**src/rtl/i2cseq_pkg.sv**
```systemverilog
package i2cseq_pkg;

    localparam logic [7:0] CTL_ACK   = 8'h04;
    localparam logic [7:0] CTL_FLAG  = 8'h08;
    localparam logic [7:0] CTL_STOP  = 8'h10;
    localparam logic [7:0] CTL_START = 8'h20;
    localparam logic [7:0] CTL_EN    = 8'h40;

    localparam logic [7:0] SC_START   = 8'h08;
    localparam logic [7:0] SC_RESTART = 8'h10;
    localparam logic [7:0] SC_AW_ACK  = 8'h18;
    localparam logic [7:0] SC_DW_ACK  = 8'h28;
    localparam logic [7:0] SC_AR_ACK  = 8'h40;
    localparam logic [7:0] SC_DR_ACK  = 8'h50;
    localparam logic [7:0] SC_DR_NAK  = 8'h58;
    localparam logic [7:0] SC_IDLE    = 8'hF8;

    localparam logic [7:0] CLS_STATUS  = 8'h01;
    localparam logic [7:0] CLS_TIMEOUT = 8'h02;

    typedef enum logic [2:0] {
        S_IDLE, S_ISSUE, S_WAIT, S_SETTLE, S_WBYTE, S_RBYTE, S_STOP, S_STOPWAIT
    } seq_state_e;

    typedef enum logic [2:0] {
        K_START, K_RSTART, K_ADDR, K_OFF, K_WDATA, K_RDATA
    } step_e;

    function automatic logic [31:0] pack_err(input logic [7:0] cls, input logic [7:0] ctl,
                                             input logic [7:0] sts, input logic [7:0] exp);
        return {cls, ctl, sts, exp};
    endfunction

endpackage

```
**src/rtl/i2cseq_expect.sv**
```systemverilog
module i2cseq_expect
    import i2cseq_pkg::*;
(
    input  step_e       step,
    input  logic        rd_addr,
    input  logic        more,
    output logic [7:0]  exp_code
);
    always_comb begin
        case (step)
            K_START:  exp_code = SC_START;
            K_RSTART: exp_code = SC_RESTART;
            K_ADDR:   exp_code = rd_addr ? SC_AR_ACK : SC_AW_ACK;
            K_RDATA:  exp_code = more ? SC_DR_ACK : SC_DR_NAK;
            default:  exp_code = SC_DW_ACK;
        endcase
    end
endmodule

```
**src/rtl/i2cseq_timer.sv**
```systemverilog
module i2cseq_timer #(
    parameter int LIMIT = 1000
) (
    input  logic clk,
    input  logic rst_n,
    input  logic run,
    input  logic tick,
    output logic expired
);
    localparam int CW = $clog2(LIMIT + 1);

    logic [CW-1:0] cnt_d, cnt_q;

    assign expired = run && tick && (cnt_q == CW'(LIMIT - 1));

    always_comb begin
        cnt_d = cnt_q;
        if (!run)
            cnt_d = '0;
        else if (tick && !expired)
            cnt_d = cnt_q + 1'b1;
    end

    always_ff @(posedge clk) begin
        if (!rst_n) cnt_q <= '0;
        else        cnt_q <= cnt_d;
    end
endmodule

```
**src/rtl/i2cseq_top.sv**
```systemverilog
module i2cseq_top
    import i2cseq_pkg::*;
#(
    parameter int LEN_W         = 8,
    parameter int OFF_BYTES     = 4,
    parameter int TIMEOUT_TICKS = 1000
) (
    input  logic                   clk,
    input  logic                   rst_n,
    input  logic                   tick,
    input  logic                   req_valid,
    output logic                   req_ready,
    input  logic [6:0]             req_target,
    input  logic [OFF_BYTES*8-1:0] req_offset,
    input  logic [$clog2(OFF_BYTES+1)-1:0] req_off_cnt,
    input  logic [LEN_W-1:0]       req_len,
    input  logic                   req_read,
    input  logic                   req_probe,
    output logic                   busy,
    output logic                   done,
    output logic [31:0]            result,
    input  logic                   wr_valid,
    output logic                   wr_ready,
    input  logic [7:0]             wr_byte,
    output logic                   rd_valid,
    input  logic                   rd_ready,
    output logic [7:0]             rd_byte,
    output logic                   eng_ctrl_we,
    output logic [7:0]             eng_ctrl,
    output logic                   eng_data_we,
    output logic [7:0]             eng_data,
    input  logic                   eng_flag,
    input  logic [7:0]             eng_status,
    input  logic [7:0]             eng_rdata
);
    localparam int OFF_W = OFF_BYTES * 8;
    localparam int OC_W  = $clog2(OFF_BYTES + 1);

    typedef struct packed {
        seq_state_e        state;
        step_e             step;
        logic [6:0]        target;
        logic [OFF_W-1:0]  offset;
        logic [OC_W-1:0]   off_cnt;
        logic [LEN_W-1:0]  cnt;
        logic              read;
        logic              probe;
        logic              rdir;
        logic [7:0]        ctrl;
        logic [7:0]        data;
        logic [31:0]       err;
        logic              err_set;
        logic              done;
        logic [31:0]       result;
    } regs_t;

    regs_t q, d;
    logic [7:0] exp_code;
    logic       expired;
    logic       timer_run;

    i2cseq_expect u_expect (
        .step     (q.step),
        .rd_addr  (q.rdir),
        .more     (q.cnt > LEN_W'(1)),
        .exp_code (exp_code)
    );

    assign timer_run = (q.state == S_WAIT) || (q.state == S_STOPWAIT);

    i2cseq_timer #(.LIMIT(TIMEOUT_TICKS)) u_timer (
        .clk     (clk),
        .rst_n   (rst_n),
        .run     (timer_run),
        .tick    (tick),
        .expired (expired)
    );

    // Next action once the write-addressed part has reached an offset boundary
    function automatic regs_t after_write_phase(input regs_t r);
        regs_t n;
        int    idx;
        n = r;
        if (r.off_cnt != '0) begin
            idx     = int'(r.off_cnt) - 1;
            n.step  = K_OFF;
            n.data  = r.offset[8*idx +: 8];
            n.ctrl  = CTL_EN;
            n.state = S_ISSUE;
        end else if (r.read) begin
            n.step  = K_RSTART;
            n.ctrl  = CTL_EN | CTL_START;
            n.state = S_ISSUE;
        end else if (r.cnt != '0) begin
            n.state = S_WBYTE;
        end else begin
            n.state = S_STOP;
        end
        return n;
    endfunction

    always_comb begin
        d      = q;
        d.done = 1'b0;
        case (q.state)
            S_IDLE: begin
                if (req_valid) begin
                    d.state   = S_ISSUE;
                    d.step    = K_START;
                    d.ctrl    = CTL_EN | CTL_START;
                    d.target  = req_target;
                    d.offset  = req_offset;
                    d.off_cnt = req_probe ? '0 : req_off_cnt;
                    d.cnt     = req_probe ? LEN_W'(1) : req_len;
                    d.read    = req_read | req_probe;
                    d.probe   = req_probe;
                    d.rdir    = 1'b0;
                    d.err     = '0;
                    d.err_set = 1'b0;
                end
            end
            S_ISSUE: d.state = S_WAIT;
            S_WAIT: begin
                if (eng_flag) begin
                    d.state = S_SETTLE;
                end else if (expired) begin
                    d.err     = pack_err(CLS_TIMEOUT, q.ctrl, eng_status, exp_code);
                    d.err_set = 1'b1;
                    d.state   = S_STOP;
                end
            end
            S_SETTLE: begin
                if (tick) begin
                    if (eng_status != exp_code) begin
                        d.err     = pack_err(CLS_STATUS, q.ctrl | CTL_FLAG, eng_status, exp_code);
                        d.err_set = 1'b1;
                        d.state   = S_STOP;
                    end else begin
                        case (q.step)
                            K_START: begin
                                d.rdir  = q.probe || (q.read && q.off_cnt == '0);
                                d.data  = {q.target, d.rdir};
                                d.step  = K_ADDR;
                                d.ctrl  = CTL_EN;
                                d.state = S_ISSUE;
                            end
                            K_RSTART: begin
                                d.rdir  = 1'b1;
                                d.data  = {q.target, 1'b1};
                                d.step  = K_ADDR;
                                d.ctrl  = CTL_EN;
                                d.state = S_ISSUE;
                            end
                            K_ADDR: begin
                                if (!q.rdir) begin
                                    d = after_write_phase(q);
                                end else if (q.cnt != '0) begin
                                    d.step  = K_RDATA;
                                    d.ctrl  = CTL_EN | ((q.cnt > LEN_W'(1)) ? CTL_ACK : 8'h00);
                                    d.state = S_ISSUE;
                                end else begin
                                    d.state = S_STOP;
                                end
                            end
                            K_OFF: begin
                                d.off_cnt = q.off_cnt - 1'b1;
                                d = after_write_phase(d);
                            end
                            K_WDATA: d.state = (q.cnt != '0) ? S_WBYTE : S_STOP;
                            default: begin
                                d.data  = eng_rdata;
                                d.state = q.probe ? S_STOP : S_RBYTE;
                            end
                        endcase
                    end
                end
            end
            S_WBYTE: begin
                if (wr_valid) begin
                    d.data  = wr_byte;
                    d.cnt   = q.cnt - LEN_W'(1);
                    d.step  = K_WDATA;
                    d.ctrl  = CTL_EN;
                    d.state = S_ISSUE;
                end
            end
            S_RBYTE: begin
                if (rd_ready) begin
                    d.cnt = q.cnt - LEN_W'(1);
                    if (d.cnt != '0) begin
                        d.step  = K_RDATA;
                        d.ctrl  = CTL_EN | ((d.cnt > LEN_W'(1)) ? CTL_ACK : 8'h00);
                        d.state = S_ISSUE;
                    end else begin
                        d.state = S_STOP;
                    end
                end
            end
            S_STOP: begin
                d.ctrl  = CTL_EN | CTL_STOP;
                d.state = S_STOPWAIT;
            end
            default: begin
                if (eng_status == SC_IDLE) begin
                    d.done   = 1'b1;
                    d.result = q.err_set ? q.err : 32'h0;
                    d.state  = S_IDLE;
                end else if (expired) begin
                    d.done   = 1'b1;
                    d.result = q.err_set ? q.err
                                         : pack_err(CLS_TIMEOUT, q.ctrl, eng_status, SC_IDLE);
                    d.state  = S_IDLE;
                end
            end
        endcase
    end

    always_ff @(posedge clk) begin
        if (!rst_n) begin
            q       <= '0;
            q.state <= S_IDLE;
            q.step  <= K_START;
        end else begin
            q <= d;
        end
    end

    assign req_ready   = (q.state == S_IDLE);
    assign busy        = (q.state != S_IDLE);
    assign done        = q.done;
    assign result      = q.result;
    assign wr_ready    = (q.state == S_WBYTE);
    assign rd_valid    = (q.state == S_RBYTE);
    assign rd_byte     = q.data;
    assign eng_ctrl_we = (q.state == S_ISSUE) || (q.state == S_STOP);
    assign eng_ctrl    = (q.state == S_STOP) ? (CTL_EN | CTL_STOP) : q.ctrl;
    assign eng_data_we = (q.state == S_ISSUE) &&
                         (q.step == K_ADDR || q.step == K_OFF || q.step == K_WDATA);
    assign eng_data    = q.data;

endmodule

```
**config.mk**
```make
export PLATFORM = sky130hd
export DESIGN_NAME = i2cseq_top
export DESIGN_NICKNAME = d
export VERILOG_FILES = /design/src/rtl/i2cseq_pkg.sv /design/src/rtl/i2cseq_expect.sv /design/src/rtl/i2cseq_timer.sv /design/src/rtl/i2cseq_top.sv
export SDC_FILE = /design/constraint.sdc
export NUM_CORES = 1
export LEC_CHECK = 0
export ABC_AREA = 1
export CAP_MARGIN = 20
export CORE_AREA = 2 2 102 153
export DETAILED_ROUTE_END_ITERATION = 8
export DIE_AREA = 0 0 104 155
export DONT_BUFFER_PORTS = 1
export PLACE_DENSITY = 0.67
export SKIP_CTS_REPAIR_TIMING = 1
export SLEW_MARGIN = 40
export SYNTH_ARGS = -nofsm -noshare
export SYNTH_HDL_FRONTEND = slang
export SYNTH_SLANG_ARGS = --single-unit
```
**constraint.sdc**
```tcl
create_clock -name clk -period 4.58 [get_ports clk]
set_clock_uncertainty 0.2 [all_clocks]
set_input_delay 0.458 -clock clk [delete_from_list [all_inputs] [get_ports clk]]
set_output_delay 0.458 -clock clk [all_outputs]
set_load 0.005 [all_outputs]
```
==> results.cfg, run 1 <==
[outcome]
status = finished, violations left
violations = negative hold slack

[place]
place_hpwl_mm = 15.95
dp_slack_ns = 1.031
gp_congestion = 0.9628
io_buffers = 0

[layout]
nNetsFinal = 1249
multi_input_area_sq_um = 4170
drive_gt1_share_pct = 7.442
diodes = 0
final.fill_count = 1525
final_cell_mix = nand2_1 (304), nor2_1 (157), dfxtp_1 (133), inv_1 (110)
syn2layout_area_growth_pct = 3.869
final_common_cell = nand2_1
seqCellArea_sq_um = 2663

[yosys]
netlist_area_sq_um = 7955
ys_seq_area_share_pct = 33.47
ys_top_cells_by_area = dfxtp_1 (33%), nand2_1 (14%), nor2_1 (7.5%)
synth_seq_cells = 133
netlist.top_cell.by_area = dfxtp_1
ys_types = 40
synth_top_area_share_pct = 33.47
yosysWarnings = 0
synth_nets = 1330
syn_inst = 1238
syn-mean-instance-area_sq_um = 6.426

[global_routing]
grt_max_degree = 56
groute.usage.overall_pct = 27.29
antenna_found_initial = 0
grt_pass1_wl_mm = 34.92
first_global_vias = 6908
grt-ovfl-total = 0

[timing]
fin_ws_ns = 0.9309
tightest_slew_ns = 0.8239
fin_setup_tns_ns = 0
slew_violations = 0
period_share_pct = 79.67
slew-limit-headroom_pct = 44.89
rsz0062_at_grt = no
post-route-min-period_ns = 3.649
setup_viol = 0
whs_ns = -0.02698
max_freq_mhz = 274.0
hold_violations = 9

[power]
p_per_area_nw_per_um2 = 689.0
pwr-share-clk_pct = 26.3
power_frac_seq_pct = 29.5
swShare_pct = 45.00
leakage_nw = 3.554
switchingPower_w = 0.002562
intPower_w = 0.003131
pwr-share-comb_pct = 44.2
ir_worst_vdd_mv = 0.3364

[setup_path]
crit_family = simple AND/OR/NAND/NOR gates
critPathMaxStageDelay_ns = 0.78
crit_slowest_cell = ha_1
path_max_fanout = 19
path_cells = inv_1, ha_1, inv_1, nand2_1, nand2_1, o21ai_0, nand2_1, o21ai_0, nand2_1, nand2_1, nand2_1, nand2_1, o21ai_0, nor2_1
cp.buffers_inverters = 2
setup.worst_path.class = reg2reg
critPathArrivalTime_ns = 3.81
cp-start-kind = flop
crit_path_frequent_cell = nand2_1
required_ns = 4.74
crit_path_end_kind = flop

[floorplan]
start_util_pct = 53.52
die_area_sq_um = 16120
die_h_um = 155
fp-row-count = 55
die_x_um = 104
ios = 146
coreArea_sq_um = 14860

[cts]
tritoncts = done
clk_root_buffer_cell = clkbuf_16
cts_made_buffers = 17
clock_latency_ns = 0.43
clockBufferDepth = 2
cts_sinks = 133
clkTransAtPathRegs_ns = 0.06
htreeDepth = 4

[routing]
ant_nets = 0
num_vias = 7630
wirelength_mm = 22.71
drtPass1Iterations = 5
drt_iter0_markers = 489
vias_per_cell = 5.577
avgRoutedWirePerCell_um = 16.60
drc_errors = 0

[run]
max_cap_violations = 0

[min_path]
hold_path.class = in2reg
## routing by layer
layer / track usage, % / vias up / share of wire [%]
li1: - / 3825 / -
met1: 28.92 / 3470 / 38
met2: 49.34 / 257 / 51
met3: 5.739 / 78 / 5.6
met4: 16.73 / 0 / 6.1
met5: 0 / - / 0
## final cells by class
cell class | instances | area share (%)
Inverter | 123 | 5.588
Clock buffer | 20 | 5.648
Sequential cell | 133 | 32.22
Multi-Input combinational cell | 873 | 50.47
Timing Repair Buffer | 9 | 0.9691
Clock inverter | 11 | 2.090
Tap cell | 199 | 3.013
## Yosys cell counts, drive strengths merged
master,instances
nand2,316
o21bai,1
nor3b,1
o22ai,8
a21boi,1
clkbuf,39
or2,3
dfxtp,133
inv,122
xor2,5
o211ai,5
a311oi,1
xnor2,3
o21ai,111
o21a,1
o31ai,1
buf,70
clkinv,1
a21oi,95
nor2,168
nor3,19
nor4,4
a31oi,7
nand3,54
a211oi,3
nand4,52
ha,9
mux2i,5
## flip-flops by register name, indices dropped and copies added (netlist names)
register       cells
result            24
eng_data           8
q                 90
done               1
u_timer.cnt_q     10
## cells by family (layout without fill, tap and decap cells)
group	count (synthesis)	in the layout	share of synthesized area, %
compound gates	234	234	15.48
xor+xnor	8	8	0.8808
fa+ha+maj	9	9	1.416
buf+inv	232	163	14.17
flops	133	133	33.47
mux	5	5	0.6292
simple gates	617	617	33.96
## power groups by stage
stage	combinational [W]	sequential, W	clock [W]
global placement	0.00244	0.00170	0
floorplan	0.00215	0.00156	0
CTS	0.00249	0.00167	0.00151
global route	0.00287	0.00171	0.00155
detailed placement	0.00247	0.00170	0
finish	0.00252	0.00168	0.00150
## stage by stage
stage          area (sq um)  utilization, %  hold WS [ns]  total power [W]  cells
6_report               8263           55.59      -0.02698         0.005693   1368
4_1_cts                8213           55.25      -0.04475         0.005672   1363
2_1_floorplan          7955               -        0.2364         0.003709   1238
5_1_grt                8263           55.59      0.002115         0.006132   1368
3_5_place_dp           7574           50.95        0.2539         0.004169   1332
3_3_place_gp           7571           50.93        0.2520         0.004142   1332
## worst register-to-register path: cells and delay by family, from the launching register on
family | cells | cell delay [ns]
AND/OR/NAND/NOR | 8 | 0.90
flip-flops | 1 | 0.61
buffers and inverters | 2 | 0.66
AO/OA/AOI/OAI | 3 | 0.45
adder cells (fa/ha/maj) | 1 | 0.78
## path summary, 6_finish.rpt
check,startpoint,to,slack (ns),cells after the start
max,q[93],eng_data[3],0.93,14
min,rst_n,q[90],-0.03,2
max reg2reg,q[93],eng_data[3],0.93,14
min reg2reg,q[127],q[127],0.26,2
Note: power is estimated with default switching activity, not from simulation.
==> inputs of run 2 (changes only) <==
clock period = 3.5 ns   (was 4.58 ns; I/O delays follow)
==> run 2 against run 1 <==
The flow still finishes with violations (negative hold slack). Combinational power rose by 39%. Sequential power rose by 28%. Total power is 32% higher. Die area unchanged. Largest power group unchanged.
==> results.cfg, run 2 (synthesis gave the netlist of run 1 again) <==
[routing]
vias_per_cell = 5.335
num_vias = 7672
avgRoutedWirePerCell_um = 16.40
ant_nets = 0
wirelength_mm = 23.59
drtPass1Iterations = 5
drt_iter0_markers = 394
drc_errors = 0

[cts]
cts_sinks = 133
clkTransAtPathRegs_ns = 0.06
clk_root_buffer_cell = clkbuf_16
tritoncts = done
clockBufferDepth = 2
cts_made_buffers = 17
clock_latency_ns = 0.42
htreeDepth = 4

[outcome]
violations = negative hold slack
status = finished, violations left

[layout]
nNetsFinal = 1319
final_cell_mix = nand2_1 (305), nor2_1 (157), dfxtp_1 (133), inv_1 (110)
final_common_cell = nand2_1
drive_gt1_share_pct = 8.232
fin_util_pct = 59.97
final.fill_count = 1489
final_cells = 1438
top_register = q
diodes = 0
largest_reg_flops = 90
syn2layout_area_growth_pct = 12.05

[timing]
tightest_slew_ns = 0.7407
max_freq_mhz = 374.0
slew_violations = 0
hold_violations = 6
setup_viol = 0
whs_ns = -0.04987
slew-limit-headroom_pct = 50.62
post-route-min-period_ns = 2.674
fin_setup_tns_ns = 0
rsz0062_at_grt = no
period_share_pct = 76.40

[power]
pwr-share-clk_pct = 24.7
ir_worst_vdd_mv = 0.3712
power_frac_seq_pct = 28.7
switchingPower_w = 0.003439
power.total_w = 0.007517
intPower_w = 0.004077
swShare_pct = 45.76
leakage_nw = 3.840
p_per_area_nw_per_um2 = 843.3
pwr-share-comb_pct = 46.7

[place]
place_hpwl_mm = 16.63
gp_congestion = 0.9584
io_buffers = 0
dp.cells = 1346

[floorplan]
start_util_pct = 53.52
die_x_um = 104
die_h_um = 155
coreArea_sq_um = 14860
fp-row-count = 55
ios = 146
die_area_sq_um = 16120

[setup_path]
crit_path_end_kind = flop
path_max_fanout = 19
setup.worst_path.class = reg2reg
critPathArrivalTime_ns = 2.79
required_ns = 3.62
regToRegSetupSlack_ns = 0.83
cp-start-kind = flop

[global_routing]
grt-ovfl-total = 0
groute.usage.overall_pct = 28.07
grt_pass1_wl_mm = 35.93
first_global_vias = 7226
grt_max_degree = 56
antenna_found_initial = 0

[min_path]
hold_path.class = in2reg

[run]
max_cap_violations = 0
## run 2: area by class of cell
class                      count  area, sq um  share of cell area, %
clock inverter                13        173.9                  1.951
multi-input combinational    873         4172                  46.80
clock buffer                  18        429.2                  4.815
sequential                   133         2663                  29.87
tap                          199        249.0                  2.793
inverter                     123        461.7                  5.180
timing repair buffer          79        765.7                  8.591
## run 2: worst max-delay path: stages, from the launching register on
cell and delay, ns:
dfxtp_1 0.39, inv_2 0.18, nand2_2 0.29, nor2_1 0.08
buf_4 0.20, nand2_1 0.12, nand2_1 0.08, inv_2 0.06
o21ai_1 0.08, nor2_1 0.13, nand2_1 0.08, nor2_2 0.28
nand2_2 0.13, inv_2 0.08, nand2_2 0.08, nand2_1 0.07
inv_1 0.03
## run 2: path summary, 6_finish.rpt
kind / startpoint / to / cells past startpoint
setup / recovery: q[139] / q[77] / 16
hold / removal: wr_byte[2] / eng_data[2] / 4
setup reg to reg: q[139] / q[77] / 16
hold reg to reg: q[127] / q[127] / 2
## run 2: layer usage
layer	share of wire [%]	up-vias	global-route usage, %
li1	-	3958	-
met1	38	3463	29.35
met2	53	195	52.13
met3	4.2	56	5.614
met4	4.8	0	15.83
met5	0	-	0
## run 2: power by group through the flow
| stage | combinational [W] | clock [W] | sequential [W] |
|---|---|---|---|
| after floorplan | 0.00281 | 0 | 0.00204 |
| after global placement | 0.00336 | 0 | 0.00217 |
| after detailed placement | 0.00340 | 0 | 0.00218 |
| after CTS | 0.00342 | 0.00188 | 0.00215 |
| after global routing | 0.00398 | 0.00194 | 0.00219 |
| final | 0.00351 | 0.00186 | 0.00215 |
## run 2: through the flow
stage	hold slack, ns	setup slack [ns]	area, sq um
floorplan	0.2364	1.150	7955
global placement	0.2478	0.9501	7676
detailed placement	0.2527	0.8987	7676
CTS	-0.1504	0.8757	8279
global route	0.004248	0.5557	8914
finish	-0.04987	0.8262	8914
==> inputs of run 3 (changes only) <==
PLACE_DENSITY = 0.7   (was 0.67)
clock period = 2.2 ns   (was 3.5 ns; I/O delays follow)
==> run 3 against run 2 <==
The run still ends with negative hold slack left. Fmax grew 23%. Die area is the same. Flip-flop and latch count is the same. Clock power grew 63%. Total power grew 86%. Core utilization grew 7.5 points. Register-to-register slack lost 0.79 ns. Worst hold slack lost 0.010 ns. Critical endpoint is now eng_data[6]. Global-route usage grew 0.49 points. Wire length grew 6.2%. Sequential power grew 61%.
==> results.cfg, run 3 (synthesis gave the netlist of run 1 again) <==
[outcome]
status = finished, violations left
violations = negative hold slack

[place]
gp_congestion = 0.9557
io_buffers = 0
dp_slack_ns = -0.1302
place_hpwl_mm = 16.96

[floorplan]
die_area_sq_um = 16120
start_util_pct = 53.52
coreArea_sq_um = 14860
ios = 146
fp-row-count = 55
die_x_um = 104
die_h_um = 155

[setup_path]
path_cells = inv_2, ha_4, buf_8, or2_2, o21ai_1, o21ai_0, a21oi_1, nand2_2, nand2_1, nand2_1, o21ai_1, nor2_1
cp-start-kind = flop
required_ns = 2.32
path_max_fanout = 6
crit_slowest_cell = dfxtp_2
critPathMaxStageDelay_ns = 0.33
critPathArrivalTime_ns = 2.29
crit_path_end_kind = flop
setup.worst_path.class = reg2reg

[run]
max_cap_violations = 0

[power]
p_per_area_nw_per_um2 = 1393
ir_worst_vdd_mv = 0.6819
leakage_nw = 4.343

[layout]
final_cell_mix = nand2_1 (293), nor2_1 (147), dfxtp_1 (122), inv_1 (105), a21oi_1 (92)
top_register = q
final.fill_count = 1311
fin_util_pct = 67.47
syn2layout_area_growth_pct = 26.08
largest_reg_flops = 90
diodes = 0
drive_gt1_share_pct = 16.99
final_common_cell = nand2_1
nNetsFinal = 1409

[global_routing]
antenna_found_initial = 0
grt_max_degree = 56
grt_pass1_wl_mm = 37.00
grt-ovfl-total = 0
first_global_vias = 7599
groute.usage.overall_pct = 28.57

[timing]
period_share_pct = 98.51
slew-limit-headroom_pct = 58.27
slew_violations = 0
fin_ws_ns = 0.03285
whs_ns = -0.06010
max_freq_mhz = 461.4
setup_viol = 0
tightest_slew_ns = 0.6253
rsz0062_at_grt = yes
post-route-min-period_ns = 2.167
hold_violations = 14
fin_setup_tns_ns = 0

[min_path]
hold_path.class = in2reg

[cts]
cts_made_buffers = 17
tritoncts = done
htreeDepth = 4
cts_sinks = 133
clk_root_buffer_cell = clkbuf_16
clockBufferDepth = 2
clock_latency_ns = 0.42
clkTransAtPathRegs_ns = 0.06

[routing]
ant_nets = 0
vias_per_cell = 5.489
drt_iter0_markers = 458
drc_errors = 0
num_vias = 8393
avgRoutedWirePerCell_um = 16.38
drtPass1Iterations = 5
wirelength_mm = 25.04
[run 3: changes by cell type in the layout (fill, tap and decap cells not counted), moves of 8 or more]
cell	before	now
nand2_1	305	293
dfxtp_1	133	122
o21ai_0	93	81
nor2_1	157	147
buf_4	18	76
dfxtp_2	0	8
dlygate4sd3_1	59	81
[run 3: power breakdown]
part	leakage (nW)	switching [W]	internal, W
Sequential	1.09	0.000474	0.00299
Clock	0.296	0.00120	0.00183
Combinational	2.96	0.00447	0.00300
Total	4.34	0.00614	0.00783
[run 3: through the flow]
| stage | std cells | area (sq um) | hold WS, ns | total power [W] |
|---|---|---|---|---|
| 2_1_floorplan | 1238 | 7969 | 0.1657 | 0.007757 |
| 3_3_place_gp | 1403 | 8145 | 0.1589 | 0.009552 |
| 3_5_place_dp | 1403 | 8145 | 0.1645 | 0.009615 |
| 4_1_cts | 1435 | 8762 | -0.2745 | 0.01265 |
| 5_1_grt | 1529 | 10030 | 0.001161 | 0.01490 |
| 6_report | 1529 | 10030 | -0.06010 | 0.01397 |
[run 3: critical path: cells and delay by family (launching register included)]
kind | cells | cell delay [ns]
buf+inv | 2 | 0.18
compound gates | 4 | 0.54
fa+ha+maj | 1 | 0.27
simple gates | 5 | 0.52
flops | 1 | 0.33
[run 3: path summary, 6_finish.rpt]
kind / startpoint / to / slack (ns) / cells after the start
max: q[94] / eng_data[6] / 0.03 / 12
min: eng_rdata[4] / eng_data[4] / -0.06 / 6
max reg2reg: q[94] / eng_data[6] / 0.03 / 12
min reg2reg: q[123] / q[123] / 0.26 / 2
[run 3: metal layers]
metal / GRT usage, % / vias to the layer above / share of wire [%]
met5: 0 / - / 0
met4: 16.60 / 0 / 5.9
met3: 5.111 / 81 / 4.5
met2: 53.35 / 270 / 52
met1: 29.79 / 3891 / 37
li1: - / 4151 / -
[run 3: final cells by class]
type | count | area [sq um] | area share, %
Timing Repair Buffer | 168 | 1610 | 16.06
Multi-Input combinational cell | 874 | 4400 | 43.87
Clock buffer | 19 | 442.9 | 4.416
Clock inverter | 13 | 173.9 | 1.734
Tap cell | 199 | 249.0 | 2.483
Inverter | 123 | 469.2 | 4.678
Sequential cell | 133 | 2684 | 26.76
